**src/rtl/expbin_pkg.sv**
```systemverilog
package expbin_pkg;
  // Strobes from control to datapath.
  typedef struct packed {
    logic load;   // capture decoded operand into the update stage
    logic write;  // commit the update stage into its bin
    logic clear;  // zero every bin
  } accStrobe_t;
endpackage

```
**src/rtl/expbin_ctrl.sv**
```systemverilog
module expbin_ctrl
  import expbin_pkg::*;
(
  input  logic       clk,
  input  logic       rstN,
  input  logic       inValid,
  input  logic       inExpZero,
  input  logic       clear,
  output accStrobe_t stb
);
  logic pendQ;

  always_comb begin
    stb.clear = clear;
    stb.load  = inValid && !inExpZero && !clear;
    stb.write = pendQ && !clear;
  end

  always_ff @(posedge clk) begin
    if (!rstN) pendQ <= 1'b0;
    else       pendQ <= stb.load;
  end


  zero_exp_chk: assert property (@(posedge clk) disable iff (!rstN)
    (inValid && inExpZero) |=> !stb.write);


  clear_flush_chk: assert property (@(posedge clk) disable iff (!rstN)
    clear |=> !stb.write);


  idle_chk: assert property (@(posedge clk) disable iff (!rstN)
    !inValid |=> !stb.write);
endmodule

```
**src/rtl/expbin_datapath.sv**
```systemverilog
module expbin_datapath
  import expbin_pkg::*;
#(
  parameter int EXP_W   = 4,
  parameter int MAN_W   = 3,
  parameter int GROUP_W = 0,
  parameter int SUM_LOG = 8,
  localparam int OP_W   = 1 + EXP_W + MAN_W,
  localparam int IDX_W  = EXP_W - GROUP_W,
  localparam int NBINS  = 1 << IDX_W,
  localparam int SH_W   = (GROUP_W > 0) ? GROUP_W : 1,
  localparam int MAG_W  = MAN_W + 1 + (1 << GROUP_W) - 1,
  localparam int BIN_W  = MAG_W + SUM_LOG + 1
) (
  input  logic             clk,
  input  logic             rstN,
  input  accStrobe_t       stb,
  input  logic [OP_W-1:0]  inOperand,
  input  logic [IDX_W-1:0] rdIdx,
  output logic [BIN_W-1:0] rdData
);
  logic             signBit;
  logic [EXP_W-1:0] expF;
  logic [MAN_W-1:0] manF;
  logic [IDX_W-1:0] inIdx;
  logic [SH_W-1:0]  shAmt;
  logic [BIN_W-1:0] magV, addV, rdOld, binNext;

  logic [IDX_W-1:0] s1Idx;
  logic [BIN_W-1:0] s1Add, s1Read;
  logic [NBINS-1:0][BIN_W-1:0] binQ;

  assign signBit = inOperand[OP_W-1];
  assign expF    = inOperand[OP_W-2 -: EXP_W];
  assign manF    = inOperand[MAN_W-1:0];

  generate
    if (GROUP_W == 0) begin : g_flat
      assign inIdx = expF;
      assign shAmt = '0;
    end else begin : g_grp
      assign inIdx = expF[EXP_W-1:GROUP_W];
      assign shAmt = expF[GROUP_W-1:0];
    end
  endgenerate

  // Restore hidden one, apply group shift, then sign.
  assign magV = {{(BIN_W-MAN_W-1){1'b0}}, 1'b1, manF} << shAmt;
  assign addV = signBit ? (~magV + 1'b1) : magV;

  // Forward the value being written when the new operand hits the same bin.
  assign rdOld   = (stb.write && (s1Idx == inIdx)) ? binNext : binQ[inIdx];
  assign binNext = s1Read + s1Add;

  always_ff @(posedge clk) begin
    if (!rstN) begin
      s1Idx  <= '0;
      s1Add  <= '0;
      s1Read <= '0;
    end else if (stb.load) begin
      s1Idx  <= inIdx;
      s1Add  <= addV;
      s1Read <= rdOld;
    end
  end

  always_ff @(posedge clk) begin
    if (!rstN)          binQ <= '0;
    else if (stb.clear) binQ <= '0;
    else if (stb.write) binQ[s1Idx] <= binNext;
  end

  assign rdData = binQ[rdIdx];


  no_overflow_chk: assert property (@(posedge clk) disable iff (!rstN)
    (stb.write && (s1Read[BIN_W-1] == s1Add[BIN_W-1]))
      |-> (binNext[BIN_W-1] == s1Read[BIN_W-1]));


  bypass_chk: assert property (@(posedge clk) disable iff (!rstN)
    stb.write |-> (s1Read == binQ[s1Idx]));


  nonzero_add_chk: assert property (@(posedge clk) disable iff (!rstN)
    stb.write |-> (binNext != s1Read));


  clear_zero_chk: assert property (@(posedge clk) disable iff (!rstN)
    stb.clear |=> (binQ == '0));


  hold_chk: assert property (@(posedge clk) disable iff (!rstN)
    (!stb.write && !stb.clear) |=> $stable(binQ));
endmodule

```
**src/rtl/expbin_accum.sv**
```systemverilog
module expbin_accum
  import expbin_pkg::*;
#(
  parameter int EXP_W   = 4,
  parameter int MAN_W   = 3,
  parameter int GROUP_W = 0,
  parameter int SUM_LOG = 8,
  localparam int OP_W   = 1 + EXP_W + MAN_W,
  localparam int IDX_W  = EXP_W - GROUP_W,
  localparam int MAG_W  = MAN_W + 1 + (1 << GROUP_W) - 1,
  localparam int BIN_W  = MAG_W + SUM_LOG + 1
) (
  input  logic             clk,
  input  logic             rstN,
  input  logic             clear,
  input  logic             inValid,
  input  logic [OP_W-1:0]  inOperand,
  input  logic [IDX_W-1:0] rdIdx,
  output logic [BIN_W-1:0] rdData
);
  accStrobe_t stb;
  logic       inExpZero;

  assign inExpZero = (inOperand[OP_W-2 -: EXP_W] == '0);

  expbin_ctrl u_ctrl (
    .clk       (clk),
    .rstN      (rstN),
    .inValid   (inValid),
    .inExpZero (inExpZero),
    .clear     (clear),
    .stb       (stb)
  );

  expbin_datapath #(
    .EXP_W   (EXP_W),
    .MAN_W   (MAN_W),
    .GROUP_W (GROUP_W),
    .SUM_LOG (SUM_LOG)
  ) u_dp (
    .clk       (clk),
    .rstN      (rstN),
    .stb       (stb),
    .inOperand (inOperand),
    .rdIdx     (rdIdx),
    .rdData    (rdData)
  );
endmodule

```
**config.mk**
```make
export PLATFORM = sky130hd
export DESIGN_NAME = expbin_accum
export DESIGN_NICKNAME = d
export VERILOG_FILES = /design/src/rtl/expbin_pkg.sv /design/src/rtl/expbin_ctrl.sv /design/src/rtl/expbin_datapath.sv /design/src/rtl/expbin_accum.sv
export SDC_FILE = /design/constraint.sdc
export NUM_CORES = 1
export LEC_CHECK = 0
export BUFFER_PORTS_ARGS = -buffer_cell sky130_fd_sc_hd__clkbuf_2
export CORE_MARGIN = 10
export CORE_UTILIZATION = 30
export DETAILED_ROUTE_END_ITERATION = 10
export MAX_ROUTING_LAYER = met4
export PLACE_DENSITY = 0.56
export SLEW_MARGIN = 25
export SYNTH_ARGS = -nofsm -noshare
export SYNTH_HDL_FRONTEND = slang
export SYNTH_SLANG_ARGS = --single-unit
```
**constraint.sdc**
```tcl
create_clock -name clk -period 4 [get_ports clk]
set_input_delay 0.6 -clock clk [delete_from_list [all_inputs] [get_ports clk]]
set_output_delay 0.6 -clock clk [all_outputs]
set_load 0.02 [all_outputs]
```
; Yosys cells after proc, flatten, opt, wreduce, memory -nomap -nowiden
; Index checks and enable logic that the tools add are counted.
[classes]
eq_ne = 1
magnitude_cmp = 4
mux = 9
bitwise_logic = 2
reduce_logical = 9
addsub = 2
[op_table]
columns = operator, n
row1 = bitwise mux 208 bit, 1
row2 = binary-select mux 13 bit (select 4 bit), 2
row3 = two-way mux 13 bit, 5
row4 = demux 13 bit (select 4 bit), 1
row5 = less-than comparator 4 x 5 -> 1 bit (second input constant), 3
row6 = adder 13 x 1 -> 13 bit (second input constant), 1
row7 = adder 13 bit, 1
row8 = inverter 4 -> 13 bit, 1
row9 = logical AND 1 bit, 5
row10 = == test 4 bit, 1
row11 = >= comparator 4 x 1 -> 1 bit (second input constant), 1
row12 = logical NOT 4 bit, 1
row13 = logical NOT 1 bit, 2
row14 = OR reduction 2 bit, 1
row15 = inverter 1 bit, 1
[totals]
out_inout_bits = 13
ff_bits = 239
wordCells = 47

; Logic depth before layout (Yosys ltp)
[logic_depth]
depth_word = 5
depth_mapped = 9
mapped_depth_nobuf = 8

; Hierarchy
; A second synthesis with hierarchy kept.
[unflattened]
hier_cells = 1342
area_unflattened_um2 = 12244.2
[modules_own_cells]
columns = module, area_per_inst_um2, instances, seq_area_each_um2, cells_per_inst
row1 = expbin_datapath, 12175.4, 1, 4604.4, 1336
row2 = expbin_ctrl, 56.3, 1, 20.0, 5
row3 = expbin_accum, 12.5, 1, 0.0, 1

; Worst setup path after synthesis
; Ideal clock, no wire load.
[synth_path]
kind = input port to output port
start = input rdIdx[0]
end = output rdData[0]
arrival_ps = 2222
cell_stages = 4
path_slack_ps = 1178
n_path_buf = 2
cell_sequence = clkbuf_1 -> buf_2 -> mux4_2 -> mux4_2
[synth_between]
elab_chain_cells = 2
[synth_lines]
columns = element, line_no
row1 = start: declaration, expbin_accum.sv:18  ; input logic [IDX_W-1:0] rdIdx,
row2 = binary-select mux 13 bit (select 4 bit), expbin_datapath.sv:73  ; assign rdData = binQ[rdIdx];
row3 = two-way mux 13 bit (not written as such), expbin_datapath.sv:73
row4 = end: declaration, expbin_accum.sv:19  ; output logic [BIN_W-1:0] rdData
; No other way between the ends. The select of a mux whose other input is x is not followed.

; Worst setup path in the final report
[layout_path]
start = input rdIdx[1]
end = output rdData[5]
; The elaborated chain is that of the path after synthesis.

==> insert_results.sql <==
INSERT INTO impl_metrics (metric_group, metric, value, unit) VALUES
('clock_tree', 'cts-resized-gates', '0', ''),
('clock_tree', 'cts.repair_timing.setup_buffer_count', '0', ''),
('worst_setup_path', 'worstPathMaxFanout', '32', ''),
('worst_setup_path', 'critical_path.startpoint', 'rdIdx[1]', ''),
('worst_setup_path', 'endpoint', 'rdData[5]', ''),
('detailed_routing', 'totalWireLength', '39910', 'um'),
('global_route', 'grt_pass1_wl', '60870', 'um'),
('worst_setup_path', 'worst-endpoint-arrival', '2.50', 'ns'),
('worst_setup_path', 'rrSetupSlack', '0.95', 'ns'),
('sta', 'final_max_slew_viol_count', '0', ''),
('place', 'dp_hpwl', '26150', 'um'),
('layout', 'post_route_cells_drive_above_1_share', '21.59', '%'),
('sta', 'timing.final.crit_share', '77.53', '%'),
('synth', 'yosysTopAreaCell', 'sky130_fd_sc_hd__dfxtp_1', ''),
('layout', 'antenna_cells', '0', ''),
('detailed_routing', 'detail_route.first_pass.iterations', '7', ''),
('synth', 'synth_fp_nets', '1316', ''),
('clock_tree', 'post_cts_hold_buffer_count', '0', ''),
('synth', 'synthArstFlopShare', '0', '%'),
('synth', 'synth.top_cells.by_count', 'sky130_fd_sc_hd__nand2_1 (245), sky130_fd_sc_hd__dfxtp_1 (231), sky130_fd_sc_hd__a21oi_1 (144)', ''),
('power_and_ir_drop', 'power_leakage', '4.488', 'nW'),
('detailed_routing', 'routedWlPerCell', '21.90', 'um'),
('floorplanning', 'initial_core_util', '30.48', '%'),
('detailed_routing', 'maxUsedRoutingLayer', 'met4', ''),
('synth', 'synth.lib_cells_used.distinct', '60', ''),
('floorplanning', 'placeableCoreArea', '39910', 'sq um'),
('floorplanning', 'placement_rows', '73', ''),
('worst_setup_path', 'reg2reg_to', 'u_dp.binQ[207]$_SDFFE_PP0P_', ''),
('clock_tree', 'clk_path_buf_depth', '3', ''),
('synth', 'most_frequently_used_cell_type_in_the_post_synthesis_netlist', 'sky130_fd_sc_hd__nand2_1', ''),
('floorplanning', 'die_width', '221.4', 'um'),
('sta', 'final_hold_viol_count', '0', ''),
('synth', 'synth.avg_cell_area', '9.460', 'sq um'),
('power_and_ir_drop', 'p_per_area', '386.9', 'nW/um^2'),
('synth', 'synth-seq-area-share', '38.01', '%'),
('run_status', 'status', 'complete, no violations', ''),
('global_route', 'gr_util_all_layers', '16.08', '%'),
('worst_setup_path', 'worst-endpoint-required', '3.40', 'ns'),
('flow_run', 'cap_violations', '0', ''),
('detailed_routing', 'wirelength_met1', '16940', 'um'),
('worst_setup_path', 'reg2reg_depth', '7', ''),
('sta', 'fmax', '0.3224', 'GHz'),
('floorplanning', 'die_area', '49010', 'sq um'),
('detailed_routing', 'drt_iter0_drc', '1065', ''),
('layout', 'layout.area.seq', '4624', 'sq um'),
('synth', 'yosysWarnings', '0', ''),
('global_route', 'globalRouteOverflowTotal', '0', ''),
('layout', 'finalNetCount', '1306', ''),
('sta', 'setup_violations', '0', ''),
('clock_tree', 'clk_latency', '0.57', 'ns'),
('detailed_routing', 'vias', '10283', ''),
('layout', 'fillCellCount', '4021', ''),
('clock_tree', 'h_tree_depth', '1', ''),
('sta', 'timing.final.crit_period', '3.101', 'ns'),
('worst_setup_path', 'crit_path_start_kind', 'primary input', ''),
('floorplanning', 'die_height', '221.4', 'um'),
('sta', 'grt_setup_unrepaired', 'false', ''),
('sta', 'tightest_slew', '1.115', 'ns'),
('detailed_routing', 'number_of_remaining_drc_errors', '0', ''),
('global_route', 'via_count_of_the_first_global_routing_pass', '9726', ''),
('detailed_routing', 'vias_per_cell', '5.644', ''),
('clock_tree', 'clock_sinks', '231', ''),
('synth', 'yosys_top_cell_area_share', '38.01', '%'),
('sta', 'slew_headroom', '25.37', '%'),
('worst_setup_path', 'critical_path.reg2reg.startpoint', 'u_dp.s1Add[11]$_SDFFE_PN0P_', ''),
('layout', 'area_growth_syn_to_layout', '13.49', '%'),
('synth', 'synth_enable_flop_cells', '0', ''),
('global_route', 'largest_net_degree_at_the_start_of_global_routing', '89', ''),
('floorplanning', 'design.portCount', '29', ''),
('sta', 'fin_tns_setup', '0', 'ns'),
('synth', 'ys_seq_elements', '231', '');
report_power, final:
part           internal, mW  total (mW)  switching [mW]  leakage (nW)
clock                  1.56        2.60            1.04         0.470
combinational         0.130       0.414           0.284          2.16
sequential             2.31        2.33          0.0166          1.86
stage by stage:
| step | hold slack, ns | instance area, sq um | std cells |
|---|---|---|---|
| finish | 0.3059 | 13810 | 1822 |
| detailed placement | 0.4588 | 12870 | 1772 |
| floorplan | 0.4400 | 12170 | 1286 |
| global route | 0.3096 | 13810 | 1822 |
| global placement | 0.4525 | 12870 | 1772 |
| CTS | 0.2862 | 13810 | 1822 |
critical path, stage by stage:
cell and delay [ns]:
sky130_fd_sc_hd__clkbuf_2 0.51, sky130_fd_sc_hd__buf_12 0.30, sky130_fd_sc_hd__mux4_2 0.35, sky130_fd_sc_hd__mux4_2 0.51
sky130_fd_sc_hd__clkbuf_2 0.18
cell families after synthesis:
kind of cell | Yosys count | synth area share, %
fa+ha+maj | 14 | 1.502
mux | 131 | 23.16
simple gates | 430 | 14.60
buf+inv | 119 | 4.330
xor+xnor | 10 | 0.8536
compound gates | 351 | 17.54
flops | 231 | 38.01
sequential cells by signal (all words and copies together), names as in the netlist:
name	flops
u_dp.s1Read	13
u_dp.binQ	208
u_dp.s1Add	5
u_dp.s1Idx	4
u_ctrl.pendQ	1
final cells by class:
type	count	share of cell area, %
multi-input cells	936	51.09
flip-flops and latches	231	33.49
clock buffers	34	5.591
well taps	525	4.758
repair buffers	69	3.552
clock inverters	16	1.214
inverters	11	0.2990
per-layer routing:
metal | vias up | track usage, %
met4 | 0 | 5.020
met5 | - | -
met1 | 5135 | 20.90
met3 | 76 | 1.661
met2 | 406 | 25.86
li1 | 4666 | -
cells in the final DEF (no fill, tap or decap), types with 4 or more instances in the layout:
master,netlist,routed
sky130_fd_sc_hd__a211oi_1,42,42
sky130_fd_sc_hd__a21o_1,5,5
sky130_fd_sc_hd__a21oi_1,144,144
sky130_fd_sc_hd__a21oi_2,21,21
sky130_fd_sc_hd__a22oi_1,6,6
sky130_fd_sc_hd__a31oi_1,6,6
sky130_fd_sc_hd__buf_4,5,40
sky130_fd_sc_hd__clkbuf_16,0,27
sky130_fd_sc_hd__clkbuf_2,0,26
sky130_fd_sc_hd__clkbuf_8,0,7
sky130_fd_sc_hd__clkinv_2,0,9
sky130_fd_sc_hd__dfxtp_1,231,231
sky130_fd_sc_hd__ha_1,13,13
sky130_fd_sc_hd__inv_1,11,11
sky130_fd_sc_hd__mux2_2,4,4
sky130_fd_sc_hd__mux2i_1,7,7
sky130_fd_sc_hd__mux4_2,120,120
sky130_fd_sc_hd__nand2_1,245,245
sky130_fd_sc_hd__nand2b_1,7,6
sky130_fd_sc_hd__nand3_1,42,42
sky130_fd_sc_hd__nand4_1,4,4
sky130_fd_sc_hd__nor2_1,100,99
sky130_fd_sc_hd__nor2b_1,9,9
sky130_fd_sc_hd__o21ai_0,84,84
sky130_fd_sc_hd__o21ai_1,15,15
sky130_fd_sc_hd__xnor2_1,7,7
worst min-delay path by stage:
stage / endpoint / slack, ns / depth (start not counted) / startpoint
5_1_grt: u_dp.s1Add[0]$_SDFFE_PN0P_ / 0.31 / 3 / inOperand[0]
3_5_place_dp: u_dp.binQ[78]$_SDFFE_PP0P_ / 0.46 / 2 / u_dp.binQ[78]$_SDFFE_PP0P_
6_report: u_dp.s1Add[0]$_SDFFE_PN0P_ / 0.31 / 3 / inOperand[0]
2_1_floorplan: u_dp.s1Add[0]$_SDFFE_PN0P_ / 0.44 / 2 / u_dp.s1Add[0]$_SDFFE_PN0P_
4_1_cts: u_dp.s1Add[0]$_SDFFE_PN0P_ / 0.29 / 3 / inOperand[0]
3_3_place_gp: u_dp.binQ[153]$_SDFFE_PP0P_ / 0.45 / 2 / u_dp.binQ[153]$_SDFFE_PP0P_
No activity file was read; power rests on OpenSTA's default activity.
